## src/rtl/seg_shift_pkg.sv

```systemverilog
package seg_shift_pkg;
  // Default geometry of the chain
  localparam int unsigned DEF_SEG_LEN = 16;
  localparam int unsigned DEF_NUM_SEG = 4;

  // Index (0-based) of the first stage of a segment
  function automatic int unsigned seg_head(input int unsigned seg, input int unsigned len);
    return seg * len;
  endfunction

  // Index (0-based) of the last stage of a segment, i.e. its tap point
  function automatic int unsigned seg_tail(input int unsigned seg, input int unsigned len);
    return seg * len + len - 1;
  endfunction
endpackage

```

## src/rtl/ss_rst_sync.sv

```systemverilog
module ss_rst_sync #(
  parameter int unsigned STAGES = 2
) (
  input  logic clk,
  input  logic arst_n,
  output logic srst_n
);
  logic [STAGES-1:0] sync_q;
  logic [STAGES-1:0] sync_d;

  always_comb begin
    sync_d = {sync_q[STAGES-2:0], 1'b1};
  end

  always_ff @(posedge clk or negedge arst_n) begin
    if (!arst_n) begin
      sync_q <= '0;
    end else begin
      sync_q <= sync_d;
    end
  end

  assign srst_n = sync_q[STAGES-1];
endmodule

```

## src/rtl/ss_segment.sv

```systemverilog
module ss_segment #(
  parameter int unsigned LEN = 16
) (
  input  logic           clk,
  input  logic           rst_n,
  input  logic           adv,
  input  logic           head_d,
  output logic [LEN-1:0] stage_q
);
  logic [LEN-1:0] stage_d;

  // Next state: head takes the selected entry bit, the rest move up by one
  always_comb begin
    stage_d = stage_q;
    if (adv) begin
      stage_d = {stage_q[LEN-2:0], head_d};
    end
  end

  always_ff @(posedge clk or negedge rst_n) begin
    if (!rst_n) begin
      stage_q <= '0;
    end else begin
      stage_q <= stage_d;
    end
  end
endmodule

```

## src/rtl/ss_entry_sel.sv

```systemverilog
module ss_entry_sel #(
  parameter int unsigned NUM_SEG = 4
) (
  input  logic               wr_en,
  input  logic               ser_in,
  input  logic [NUM_SEG-2:0] tap_in,
  input  logic [NUM_SEG-1:0] tail_q,
  output logic [NUM_SEG-1:0] head_d
);
  // Segment 0 always takes the serial input; later segments pick
  // between the external tap value and the tail of the segment below.
  assign head_d[0] = ser_in;

  for (genvar k = 1; k < NUM_SEG; k++) begin : g_sel
    always_comb begin
      if (wr_en) begin
        head_d[k] = tap_in[k-1];
      end else begin
        head_d[k] = tail_q[k-1];
      end
    end
  end
endmodule

```

## src/rtl/seg_shift_chain.sv

```systemverilog
module seg_shift_chain
  import seg_shift_pkg::*;
#(
  parameter int unsigned SEG_LEN = DEF_SEG_LEN,
  parameter int unsigned NUM_SEG = DEF_NUM_SEG
) (
  input  logic               clk,
  input  logic               rst_n,
  input  logic               ser_in,
  input  logic               wr_en,
  input  logic [NUM_SEG-2:0] tap_in,
  output logic [NUM_SEG-1:0] tap_out,
  output logic [NUM_SEG-1:0] tap_oe
);
  localparam int unsigned DEPTH = SEG_LEN * NUM_SEG;

  logic               core_rst_n;
  logic               adv;
  logic [NUM_SEG-1:0] head_d;
  logic [NUM_SEG-1:0] tail_q;
  logic [DEPTH-1:0]   chain;

  ss_rst_sync #(.STAGES(2)) u_rst (
    .clk    (clk),
    .arst_n (rst_n),
    .srst_n (core_rst_n)
  );

  // The chain moves on every rising edge; written out as an explicit enable
  assign adv = 1'b1;

  ss_entry_sel #(.NUM_SEG(NUM_SEG)) u_sel (
    .wr_en  (wr_en),
    .ser_in (ser_in),
    .tap_in (tap_in),
    .tail_q (tail_q),
    .head_d (head_d)
  );

  for (genvar k = 0; k < NUM_SEG; k++) begin : g_seg
    logic [SEG_LEN-1:0] seg_q;

    ss_segment #(.LEN(SEG_LEN)) u_seg (
      .clk     (clk),
      .rst_n   (core_rst_n),
      .adv     (adv),
      .head_d  (head_d[k]),
      .stage_q (seg_q)
    );

    assign chain[seg_tail(k, SEG_LEN):seg_head(k, SEG_LEN)] = seg_q;
    assign tail_q[k]  = seg_q[SEG_LEN-1];
    assign tap_out[k] = seg_q[SEG_LEN-1];
    assign tap_oe[k]  = ~wr_en;
  end
endmodule

```

## config.mk

```make
export PLATFORM = sky130hd
export DESIGN_NAME = seg_shift_chain
export DESIGN_NICKNAME = d
export VERILOG_FILES = /design/src/rtl/seg_shift_pkg.sv /design/src/rtl/ss_rst_sync.sv /design/src/rtl/ss_segment.sv /design/src/rtl/ss_entry_sel.sv /design/src/rtl/seg_shift_chain.sv
export SDC_FILE = /design/constraint.sdc
export NUM_CORES = 1
export LEC_CHECK = 0
export ABC_CLOCK_PERIOD_IN_PS = 2400
export CELL_PAD_IN_SITES_DETAIL_PLACEMENT = 0
export CELL_PAD_IN_SITES_GLOBAL_PLACEMENT = 1
export CORE_MARGIN = 4
export CORE_UTILIZATION = 47
export DETAILED_ROUTE_END_ITERATION = 12
export GPL_ROUTABILITY_DRIVEN = 0
export MAX_ROUTING_LAYER = met4
export PLACE_DENSITY = 0.73
export SLEW_MARGIN = 5
export SYNTH_ARGS = -nofsm -noshare
export SYNTH_HDL_FRONTEND = slang
export SYNTH_SLANG_ARGS = --single-unit
```

## constraint.sdc

```tcl
create_clock -name clk -period 2.4 [get_ports clk]
set_clock_uncertainty 0.1 [all_clocks]
set_input_delay 0.24 -clock clk [delete_from_list [all_inputs] [get_ports clk]]
set_output_delay 0.24 -clock clk [all_outputs]
set_load 0.005 [all_outputs]
```

### After elaboration in Yosys (flattened, before gate mapping)

Cells that the tools add are included.

* bitwise gates (word level): 1
* mux-type cells: 3

Operator list (number)
* $mux W1: 3
* $not A1 Y1: 1

* input bits: 7
* logic and storage cells: 9
* output and inout port bits: 8
* register bits: 66

### Depth between registers and ports, before layout

Gate-level depths: netlist of the first run.

* depth after elaboration: 1
* gate-level depth with buffers: 2
* gate-level depth less buffers: 1

### Modules after synthesis

Synthesis of the first run repeated with hierarchy kept, for this count alone.

* cells, all modules: 148
* area, all modules: 2722.6 sq um

By module, submodules not included
* ss_segment: seq. area each 400.4 sq um, cells an instance 34, times used 4, area each 649.4 sq um
* ss_rst_sync: seq. area each 50.0 sq um, cells an instance 3, times used 1, area each 53.8 sq um
* ss_entry_sel: seq. area each 0.0 sq um, cells an instance 4, times used 1, area each 41.3 sq um
* seg_shift_chain: seq. area each 0.0 sq um, cells an instance 5, times used 1, area each 30.0 sq um

### Worst setup path after synthesis of the first run

No wires, ideal clock.

* path kind: register to register
* start point: reg g_seg[0].u_seg.stage_q[15]
* end point: reg g_seg[1].u_seg.stage_q[0]
* required time: 2175 ps
* period minus slack after synthesis: 818 ps
* path buffers: 0
* setup time: 125 ps
* arrival: 593 ps
* stages on the path, launching flop included: 2
* setup slack: 1582 ps
* path through: dfrtp_1 -> mux2_2

* longest elaborated chain between the ends: 1

RTL lines
* start, declared: line ss_segment.sv:8 `output logic [LEN-1:0] stage_q`
* start signal, assigned: line ss_segment.sv:24 `stage_q <= stage_d;`
* $mux W1: line ss_entry_sel.sv:16 `if (wr_en) begin`
* named net g_seg[1].u_seg.head_d: line ss_segment.sv:7 `input logic head_d,`
* end signal, assigned: line ss_segment.sv:24
* end, declared: line ss_segment.sv:8

The timed path passes the listed nets, and every way through them passes these cells.

### Worst setup path in the final report of the first run

* start point: in wr_en
* end point: out tap_oe[0]

* longest elaborated chain between the ends: 1

RTL lines
* start, declared: line seg_shift_chain.sv:10 `input logic wr_en,`
* $not A1 Y1: line seg_shift_chain.sv:54 `assign tap_oe[k] = ~wr_en;`
* end, declared: line seg_shift_chain.sv:13 `output logic [NUM_SEG-1:0] tap_oe`

No other way between the ends.

==> results.json, run 1 <==
{
  "status": "finished clean",
  "path_delay_family": "buffers and inverters",
  "dp_hpwl_um": 1080,
  "coreArea_um2": 3470,
  "viasPerCell": 4.29,
  "syn_nets": 85,
  "ant_nets": 0,
  "wl_per_cell_um": 13.5,
  "crit_slowest_cell": "clkdlybuf4s50_1",
  "rows": 21,
  "r2r_slack_ns": 1.53,
  "place_area_um2": 1910,
  "syn_area_per_cell_um2": 22.4,
  "drive_above_1_share": 0.158,
  "design_area_um2": 2080,
  "grt_pass1_vias": 710,
  "area_delta_synth_final_pct": 19.4,
  "firstDrtPassIters": 2,
  "io_buffer_count": 14,
  "start_kind": "input port",
  "numCtsBuffers": 9,
  "nFillCells": 273,
  "dpl_worst_slack_ns": 0.670,
  "cts.sinks": 66,
  "setup_tns_ns": 0,
  "ys_seq_area_frac": 0.946,
  "report.final.slew_viol_count": 0,
  "drc": 0,
  "pin_count": 15,
  "synthTopCellsByArea": "dfrtp_1 95%, buf_4 3.0%, mux2_2 1.9%, conb_1 0.22%, inv_1 0.22%",
  "cp.buffers_inverters": 3,
  "multi_input_area_um2": 37.5,
  "cp-startpoint": "wr_en",
  "initial_utilization": 0.503,
  "syn_inst": 78,
  "die-area_um2": 4750,
  "min_path_type": "flip-flop to asynchronous set/reset pin",
  "path_max_fanout": 4,
  "grt_antenna_before_repair": 0,
  "cp_common_cell": "clkdlybuf4s50_1",
  "worstPathRequired_ns": 2.06,
  "vias": 631,
  "rsz0062_at_grt": "false",
  "fp.dieH_um": 68.9,
  "setup_slack_ns": 0.681,
  "synth_area_leader_cell": "dfrtp_1",
  "ir_drop_mv": 0.621,
  "criticalPathCategory": "input port to output port",
  "yosysTopAreaCellShare": 0.946,
  "wl_um": 1980,
  "finalSetupViolCount": 0,
  "clkLatencyLatePin_ns": 0.32,
  "finalHoldViolCount": 0,
  "grt_max_degree": 53,
  "htreeDepth": 3,
  "period_minus_slack_ns": 1.72,
  "rr_endpoint": "g_seg[1].u_seg.stage_q[0]$_DFF_PN0_",
  "syn_area_um2": 1750,
  "root_buffer": "clkbuf_8",
  "reg2reg_depth": 1,
  "powerDensity_nw_per_um2": 978,
  "insertedDiodeCount": 0,
  "drtIter0Drc": 50,
  "finalCritPeriodShare": 0.716,
  "fmax_ghz": 0.582,
  "die_w_um": 68.9,
  "timing.rr.start": "g_seg[0].u_seg.stage_q[15]$_DFF_PN0_",
  "ys_types": 5,
  "yosysWarnings": 0,
  "overflow": 0,
  "cts.clk_slew.worst_paths_ns": 0.06,
  "cp.arrival_ns": 1.38,
  "grt_pass1_wl_um": 3460,
  "nets": 105,
  "maxCapViolations": 0,
  "cts_buffer_depth": 2,
  "grt_use_total": 0.118,
  "slowest_delay_ns": 0.51,
  "ys_seq_elements": 66,
  "cp_cell_sequence": "clkdlybuf4s50_1, inv_1, clkdlybuf4s50_1",
  "leakagePower_nw": 0.944,
  "end_kind": "output port",
  "ctsResizeCount": 0,
  "final-seq-area_um2": 1650,
  "tritoncts": "done"
}
-- placed cells by master (no fill, tap or decap) --
cell / count
conb_1: 1
dlygate4sd3_1: 1
clkbuf_8: 11
mux2_2: 3
dfrtp_1: 65
inv_1: 1
buf_12: 1
clkdlybuf4s50_1: 14
clkbuf_1: 3
dfrtp_2: 1
-- report_power, final --
group          leakage (nW)  switching, mW  total, mW  internal (mW)
clock                0.0826          0.336      0.757          0.421
sequential            0.773         0.0288       1.23           1.20
combinational        0.0886         0.0247     0.0556         0.0310
-- registers in the layout, indices dropped and copies added (netlist names) --
| name | flops |
|---|---|
| g_seg.u_seg.stage_q | 64 |
| u_rst.sync_q | 2 |
-- how the worst max path moves through the flow --
stage,to,slack (ns),cells after the start
final,tap_oe[0],0.68,3
after global routing,tap_oe[0],0.61,3
after CTS,tap_oe[0],0.67,3
after detailed placement,tap_oe[0],0.67,3
after global placement,tap_oe[2],0.72,3
after floorplan,g_seg[0].u_seg.stage_q[0]$_DFF_PN0_,0.33,0
-- routing by layer --
metal,track usage,vias up,wire length [um]
met5,-,-,0
met4,0.0584,0,6
met3,0.0827,2,157
met2,0.140,21,887
met1,0.149,340,931
li1,-,268,-
-- cells in the mapped netlist --
library cell,n
mux2_2,3
dfrtp_1,66
buf_4,7
inv_1,1
conb_1,1
-- stage by stage --
step	power [mW]	util	cells	hold slack, ns
after floorplan	1.26	-	78	-0.156
after global placement	1.30	0.551	132	0.0441
after detailed placement	1.30	0.551	132	0.0532
after CTS	2.08	0.601	147	0.0582
after global routing	2.15	0.601	147	0.0836
final	2.04	0.601	147	0.0481
-- layout make-up --
cell class                 instances  area share
clock buffer                      14      0.0780
timing repair buffer              16      0.0816
multi-input combinational          4      0.0180
tap                               46      0.0276
inverter                           1     0.00180
sequential                        66       0.793
-- cell families (layout without fill, tap and decap cells) --
family / after synthesis / in the layout / synth area share
buffers and inverters: 8 / 31 / 0.0323
DFF: 66 / 66 / 0.946
muxes: 3 / 3 / 0.0194
other: 1 / 1 / 0.00215
-- what timing repair did --
| action | 4_1_cts | 5_1_grt |
|---|---|---|
| buffers inserted | 0 | 0 |
| endpoints found under the hold margin | 2 | 0 |
| hold buffers | 1 | 0 |
No activity file was read; power rests on OpenSTA's default activity.
==> inputs of run 2 (changes only) <==
Settings changed: ABC_CLOCK_PERIOD_IN_PS 2400 to 1550, CORE_UTILIZATION 47 to 43, PLACE_DENSITY 0.73 to 0.71.
Clock period 2.4 ns to 1.55 ns, I/O delays scaled along.
==> run 2 against run 1 <==
- via count unchanged
- wire length grew 6.6%
- register-to-register slack got worse by 0.86 ns
- critical path depth stayed put
- combinational power increased by 56%
- critical path type unchanged
- largest cell class unchanged
- largest power group unchanged
==> results.json, run 2 (synthesized netlist as in run 1, its figures left out) <==
{
  "coreArea_um2": 3800,
  "cp-startpoint": "wr_en",
  "cts_buffer_depth": 2,
  "vias": 631,
  "slowest_delay_ns": 0.51,
  "maxCapViolations": 0,
  "cp.buffers_inverters": 3,
  "cp_cell_sequence": "clkdlybuf4s50_1, inv_2, clkdlybuf4s50_1",
  "period_minus_slack_ns": 1.45,
  "rows": 22,
  "crit_end": "tap_oe[1]",
  "dp_hpwl_um": 1220,
  "nets": 107,
  "path_delay_family": "buffers and inverters",
  "internal_power_mw": 2.61,
  "path_max_fanout": 4,
  "cts.clk_slew.worst_paths_ns": 0.06,
  "min_path_type": "flip-flop to asynchronous set/reset pin",
  "overflow": 0,
  "setup_tns_ns": 0,
  "grt_pass1_wl_um": 3710,
  "grt_pass1_vias": 729,
  "sw_frac_of_total": 0.199,
  "pwr-share-comb": 0.027,
  "p_switching_mw": 0.647,
  "rr_endpoint": "g_seg[1].u_seg.stage_q[3]$_DFF_PN0_",
  "firstDrtPassIters": 2,
  "p_clk_frac": 0.390,
  "powerDensity_nw_per_um2": 1540,
  "layout_common_cells": "65 x dfrtp_1, 14 x clkdlybuf4s50_1, 12 x clkbuf_8",
  "fp.dieH_um": 71.7,
  "final-seq-area_um2": 1650,
  "report.final.slew_viol_count": 0,
  "place_area_um2": 1930,
  "nFillCells": 297,
  "cp.arrival_ns": 1.20,
  "multi_input_area_um2": 37.5,
  "wl_per_cell_um": 13.8,
  "largest_reg_flops": 64,
  "grt_max_degree": 30,
  "postCtsSetupBuffers": 0,
  "top_regs": "g_seg.u_seg.stage_q x64, u_rst.sync_q x2",
  "root_buffer": "clkbuf_8",
  "finalCritPeriodShare": 0.938,
  "status": "finished clean",
  "regMostFlops": "g_seg.u_seg.stage_q",
  "ir_drop_mv": 0.724,
  "rsz0062_at_grt": "false",
  "finalHoldViolCount": 0,
  "pin_count": 15,
  "drive_above_1_share": 0.210,
  "clkLatencyLatePin_ns": 0.33,
  "r2r_slack_ns": 0.67,
  "htreeDepth": 3,
  "fmax_ghz": 0.687,
  "start_kind": "input port",
  "ant_nets": 0,
  "criticalPathCategory": "input port to output port",
  "die-area_um2": 5140,
  "wl_um": 2110,
  "numCtsBuffers": 9,
  "tritoncts": "done",
  "seq_power_share": 0.584,
  "viasPerCell": 4.12,
  "timing.rr.start": "u_rst.sync_q[1]$_DFF_PN0_",
  "insertedDiodeCount": 0,
  "reg2reg_depth": 1,
  "finalSetupViolCount": 0,
  "final_common_cell": "dfrtp_1",
  "crit_slowest_cell": "clkdlybuf4s50_1",
  "grt_antenna_before_repair": 0,
  "initial_utilization": 0.459,
  "end_kind": "output port",
  "drc": 0,
  "cp.depth": 3,
  "cp_common_cell": "clkdlybuf4s50_1",
  "leakagePower_nw": 0.966,
  "cts.sinks": 66,
  "worstPathRequired_ns": 1.29,
  "io_buffer_count": 14,
  "drtIter0Drc": 9,
  "grt_use_total": 0.109,
  "design_area_um2": 2120,
  "area_delta_synth_final_pct": 21.6,
  "die_w_um": 71.7
}
## run 2: changes by cell type in the layout (fill, tap and decap cells not counted), sizes merged
cell / change
clkinv: +2
buf: +2
## run 2: power groups by stage
stage                     clock network (mW)  logic (mW)  registers [mW]
after floorplan                            0      0.0275            1.93
after global placement                     0      0.0855            1.93
after detailed placement                   0      0.0866            1.93
after CTS                               1.32      0.0890            1.91
after global routing                    1.42      0.0965            1.91
final                                   1.27      0.0867            1.90
## run 2: repair_timing
item / 4_1_cts / 5_1_grt
resized for setup: 0 / 1
endpoints found under the hold margin: 2 / 0
hold buffers: 1 / 0
endpoints found under the setup margin: 0 / 2
## run 2: layout make-up
class | count | area share
flip-flops and latches | 66 | 0.779
clock buffers | 14 | 0.0814
well taps | 48 | 0.0283
inverters | 1 | 0.00177
clock inverters | 2 | 0.00472
multi-input cells | 4 | 0.0177
repair buffers | 18 | 0.0873
## run 2: how the worst min path moves through the flow
stage / start / end / slack (ns) / cells past startpoint
6_report: u_rst.sync_q[1]$_DFF_PN0_ / g_seg[3].u_seg.stage_q[10]$_DFF_PN0_ / 0.11 / 0
5_1_grt: u_rst.sync_q[1]$_DFF_PN0_ / g_seg[2].u_seg.stage_q[14]$_DFF_PN0_ / 0.15 / 0
4_1_cts: u_rst.sync_q[1]$_DFF_PN0_ / g_seg[2].u_seg.stage_q[14]$_DFF_PN0_ / 0.13 / 0
3_5_place_dp: u_rst.sync_q[1]$_DFF_PN0_ / g_seg[3].u_seg.stage_q[10]$_DFF_PN0_ / 0.12 / 0
3_3_place_gp: u_rst.sync_q[1]$_DFF_PN0_ / g_seg[3].u_seg.stage_q[7]$_DFF_PN0_ / 0.11 / 0
2_1_floorplan: rst_n / u_rst.sync_q[0]$_DFF_PN0_ / -0.24 / 0
## run 2: per-stage QoR
stage | setup slack [ns] | instances | power (mW) | hold slack, ns | util
6_report | 0.0954 | 153 | 3.26 | 0.111 | 0.559
5_1_grt | 0.0342 | 153 | 3.43 | 0.151 | 0.559
4_1_cts | 0.0351 | 153 | 3.32 | 0.128 | 0.559
3_5_place_dp | 0.0351 | 136 | 2.02 | 0.122 | 0.508
3_3_place_gp | 0.0627 | 136 | 2.02 | 0.112 | 0.508
2_1_floorplan | 0.320 | 78 | 1.96 | -0.241 | -
## run 2: metal layers
metal / track usage / vias up / share of wire / wire length (um)
li1: - / 275 / - / -
met1: 0.136 / 331 / 0.47 / 1000
met2: 0.129 / 19 / 0.43 / 919
met3: 0.0757 / 6 / 0.071 / 149
met4: 0.0626 / 0 / 0.020 / 42
met5: - / - / 0 / 0
==> inputs of run 3 (changes only) <==
Settings changed: ABC_CLOCK_PERIOD_IN_PS 1550 to 1700, CORE_UTILIZATION 43 to 51, PLACE_DENSITY 0.71 to 0.79.
Clock period 1.55 ns to 1.7 ns, I/O delays scaled along.
==> run 3 against run 2 <==
- final cell count shrank 5.2%
- clock power shrank 44%
- design area shrank 5.2%
- non-clock buffer count shrank 1
- critical path type unchanged
- largest cell class unchanged
==> results.json, run 3 (synthesized netlist as in run 1, its figures left out) <==
{
  "ant_nets": 0,
  "grt_antenna_before_repair": 0,
  "cp.arrival_ns": 1.24,
  "dpl_worst_slack_ns": 0.178,
  "crit_end": "tap_oe[3]",
  "cts_buffer_depth": 2,
  "numCtsBuffers": 9,
  "fmax_ghz": 0.661,
  "coreArea_um2": 3150,
  "cts.sinks": 66,
  "root_buffer": "clkbuf_4",
  "grt_use_total": 0.119,
  "ctsResizeCount": 0,
  "timing.rr.start": "g_seg[0].u_seg.stage_q[15]$_DFF_PN0_",
  "final_common_cell": "dfrtp_1",
  "setup_tns_ns": 0,
  "maxCapViolations": 0,
  "drtIter0Drc": 21,
  "htreeDepth": 3,
  "criticalPathCategory": "input port to output port",
  "report.final.slew_viol_count": 0,
  "holdWs_ns": 0.0894,
  "overflow": 0,
  "ir_drop_mv": 0.643,
  "wl_per_cell_um": 13.3,
  "min_path_type": "flip-flop to asynchronous set/reset pin",
  "rows": 20,
  "powerDensity_nw_per_um2": 1250,
  "cp_cell_sequence": "clkdlybuf4s50_1, inv_1, clkdlybuf4s50_1",
  "dp_hpwl_um": 1130,
  "grt_pass1_wl_um": 3290,
  "drc": 0,
  "reg2reg_depth": 1,
  "insertedDiodeCount": 0,
  "fp.dieH_um": 66.5,
  "wl_um": 1920,
  "finalSetupViolCount": 0,
  "die-area_um2": 4420,
  "nets": 106,
  "rsz0062_at_grt": "false",
  "path_max_fanout": 4,
  "slowest_delay_ns": 0.51,
  "setup_slack_ns": 0.186,
  "grt_max_degree": 47,
  "leakagePower_nw": 0.915,
  "vias": 637,
  "clkLatencyLatePin_ns": 0.37,
  "cp_common_cell": "clkdlybuf4s50_1",
  "period_minus_slack_ns": 1.51,
  "start_kind": "input port",
  "worstPathRequired_ns": 1.43,
  "crit_slowest_cell": "clkdlybuf4s50_1",
  "cts.clk_slew.worst_paths_ns": 0.09,
  "io_buffer_count": 14,
  "viasPerCell": 4.39,
  "finalHoldViolCount": 0,
  "rr_endpoint": "g_seg[1].u_seg.stage_q[0]$_DFF_PN0_",
  "tritoncts": "done",
  "drive_above_1_share": 0.158,
  "initial_utilization": 0.554,
  "grt_pass1_vias": 673,
  "regMostFlops": "g_seg.u_seg.stage_q",
  "largest_reg_flops": 64,
  "pin_count": 15,
  "cp-startpoint": "wr_en",
  "top_regs": "g_seg.u_seg.stage_q x64, u_rst.sync_q x2",
  "r2r_slack_ns": 0.83,
  "status": "finished clean",
  "layout_common_cells": "65 x dfrtp_1, 14 x clkdlybuf4s50_1, 9 x clkbuf_4",
  "die_w_um": 66.5,
  "end_kind": "output port",
  "nFillCells": 246,
  "firstDrtPassIters": 3,
  "finalCritPeriodShare": 0.890,
  "area_delta_synth_final_pct": 15.2
}
-- run 3: changes by cell type in the layout (fill, tap and decap cells not counted), sizes merged --
| cell | before | now |
|---|---|---|
| clkinv | 2 | 1 |
| clkbuf | 14 | 12 |
| buf | 3 | 2 |
-- run 3: layout make-up --
class,count,area (um2),share of cell area
Clock buffer,12,78.8,0.0392
Clock inverter,1,5.00,0.00249
Inverter,1,3.75,0.00187
Timing Repair Buffer,17,178,0.0884
Multi-Input combinational cell,4,37.5,0.0187
Sequential cell,66,1650,0.822
Tap cell,44,55.1,0.0274
-- run 3: worst max-delay path: cells and delay by family --
| family | cells | cell delay [ns] |
|---|---|---|
| buffers and inverters | 3 | 1.07 |
-- run 3: layer usage --
metal / up-vias / GRT usage / part of all wire
met5: - / - / 0
met2: 22 / 0.147 / 0.43
li1: 270 / - / -
met4: 0 / 0.0609 / 0.016
met1: 340 / 0.145 / 0.46
met3: 5 / 0.0809 / 0.087
-- run 3: worst min path at each step --
stage / endpoint / slack (ns) / cells past startpoint
4_1_cts: g_seg[3].u_seg.stage_q[7]$_DFF_PN0_ / 0.11 / 0
6_report: g_seg[3].u_seg.stage_q[7]$_DFF_PN0_ / 0.09 / 0
3_3_place_gp: g_seg[3].u_seg.stage_q[4]$_DFF_PN0_ / 0.1 / 0
2_1_floorplan: u_rst.sync_q[0]$_DFF_PN0_ / -0.23 / 0
3_5_place_dp: g_seg[3].u_seg.stage_q[4]$_DFF_PN0_ / 0.11 / 0
5_1_grt: g_seg[3].u_seg.stage_q[7]$_DFF_PN0_ / 0.13 / 0
-- run 3: repair_timing --
item | in CTS | in global routing
endpoints found under the hold margin | 2 | 0
hold buffers | 1 | 0
buffers inserted | 0 | 0
-- run 3: power breakdown --
part           switching (mW)  internal, mW
Combinational          0.0314        0.0451
Sequential             0.0436          1.69
Clock                   0.432         0.278
Total                   0.507          2.01
-- run 3: per-stage QoR --
stage                util  total power [mW]  std cells  area, um2
floorplan               -              1.78         78       1750
global placement    0.608              1.83        131       1920
detailed placement  0.608              1.84        131       1920
CTS                 0.638              2.57        145       2010
global route        0.638              2.66        145       2010
finish              0.638              2.52        145       2010
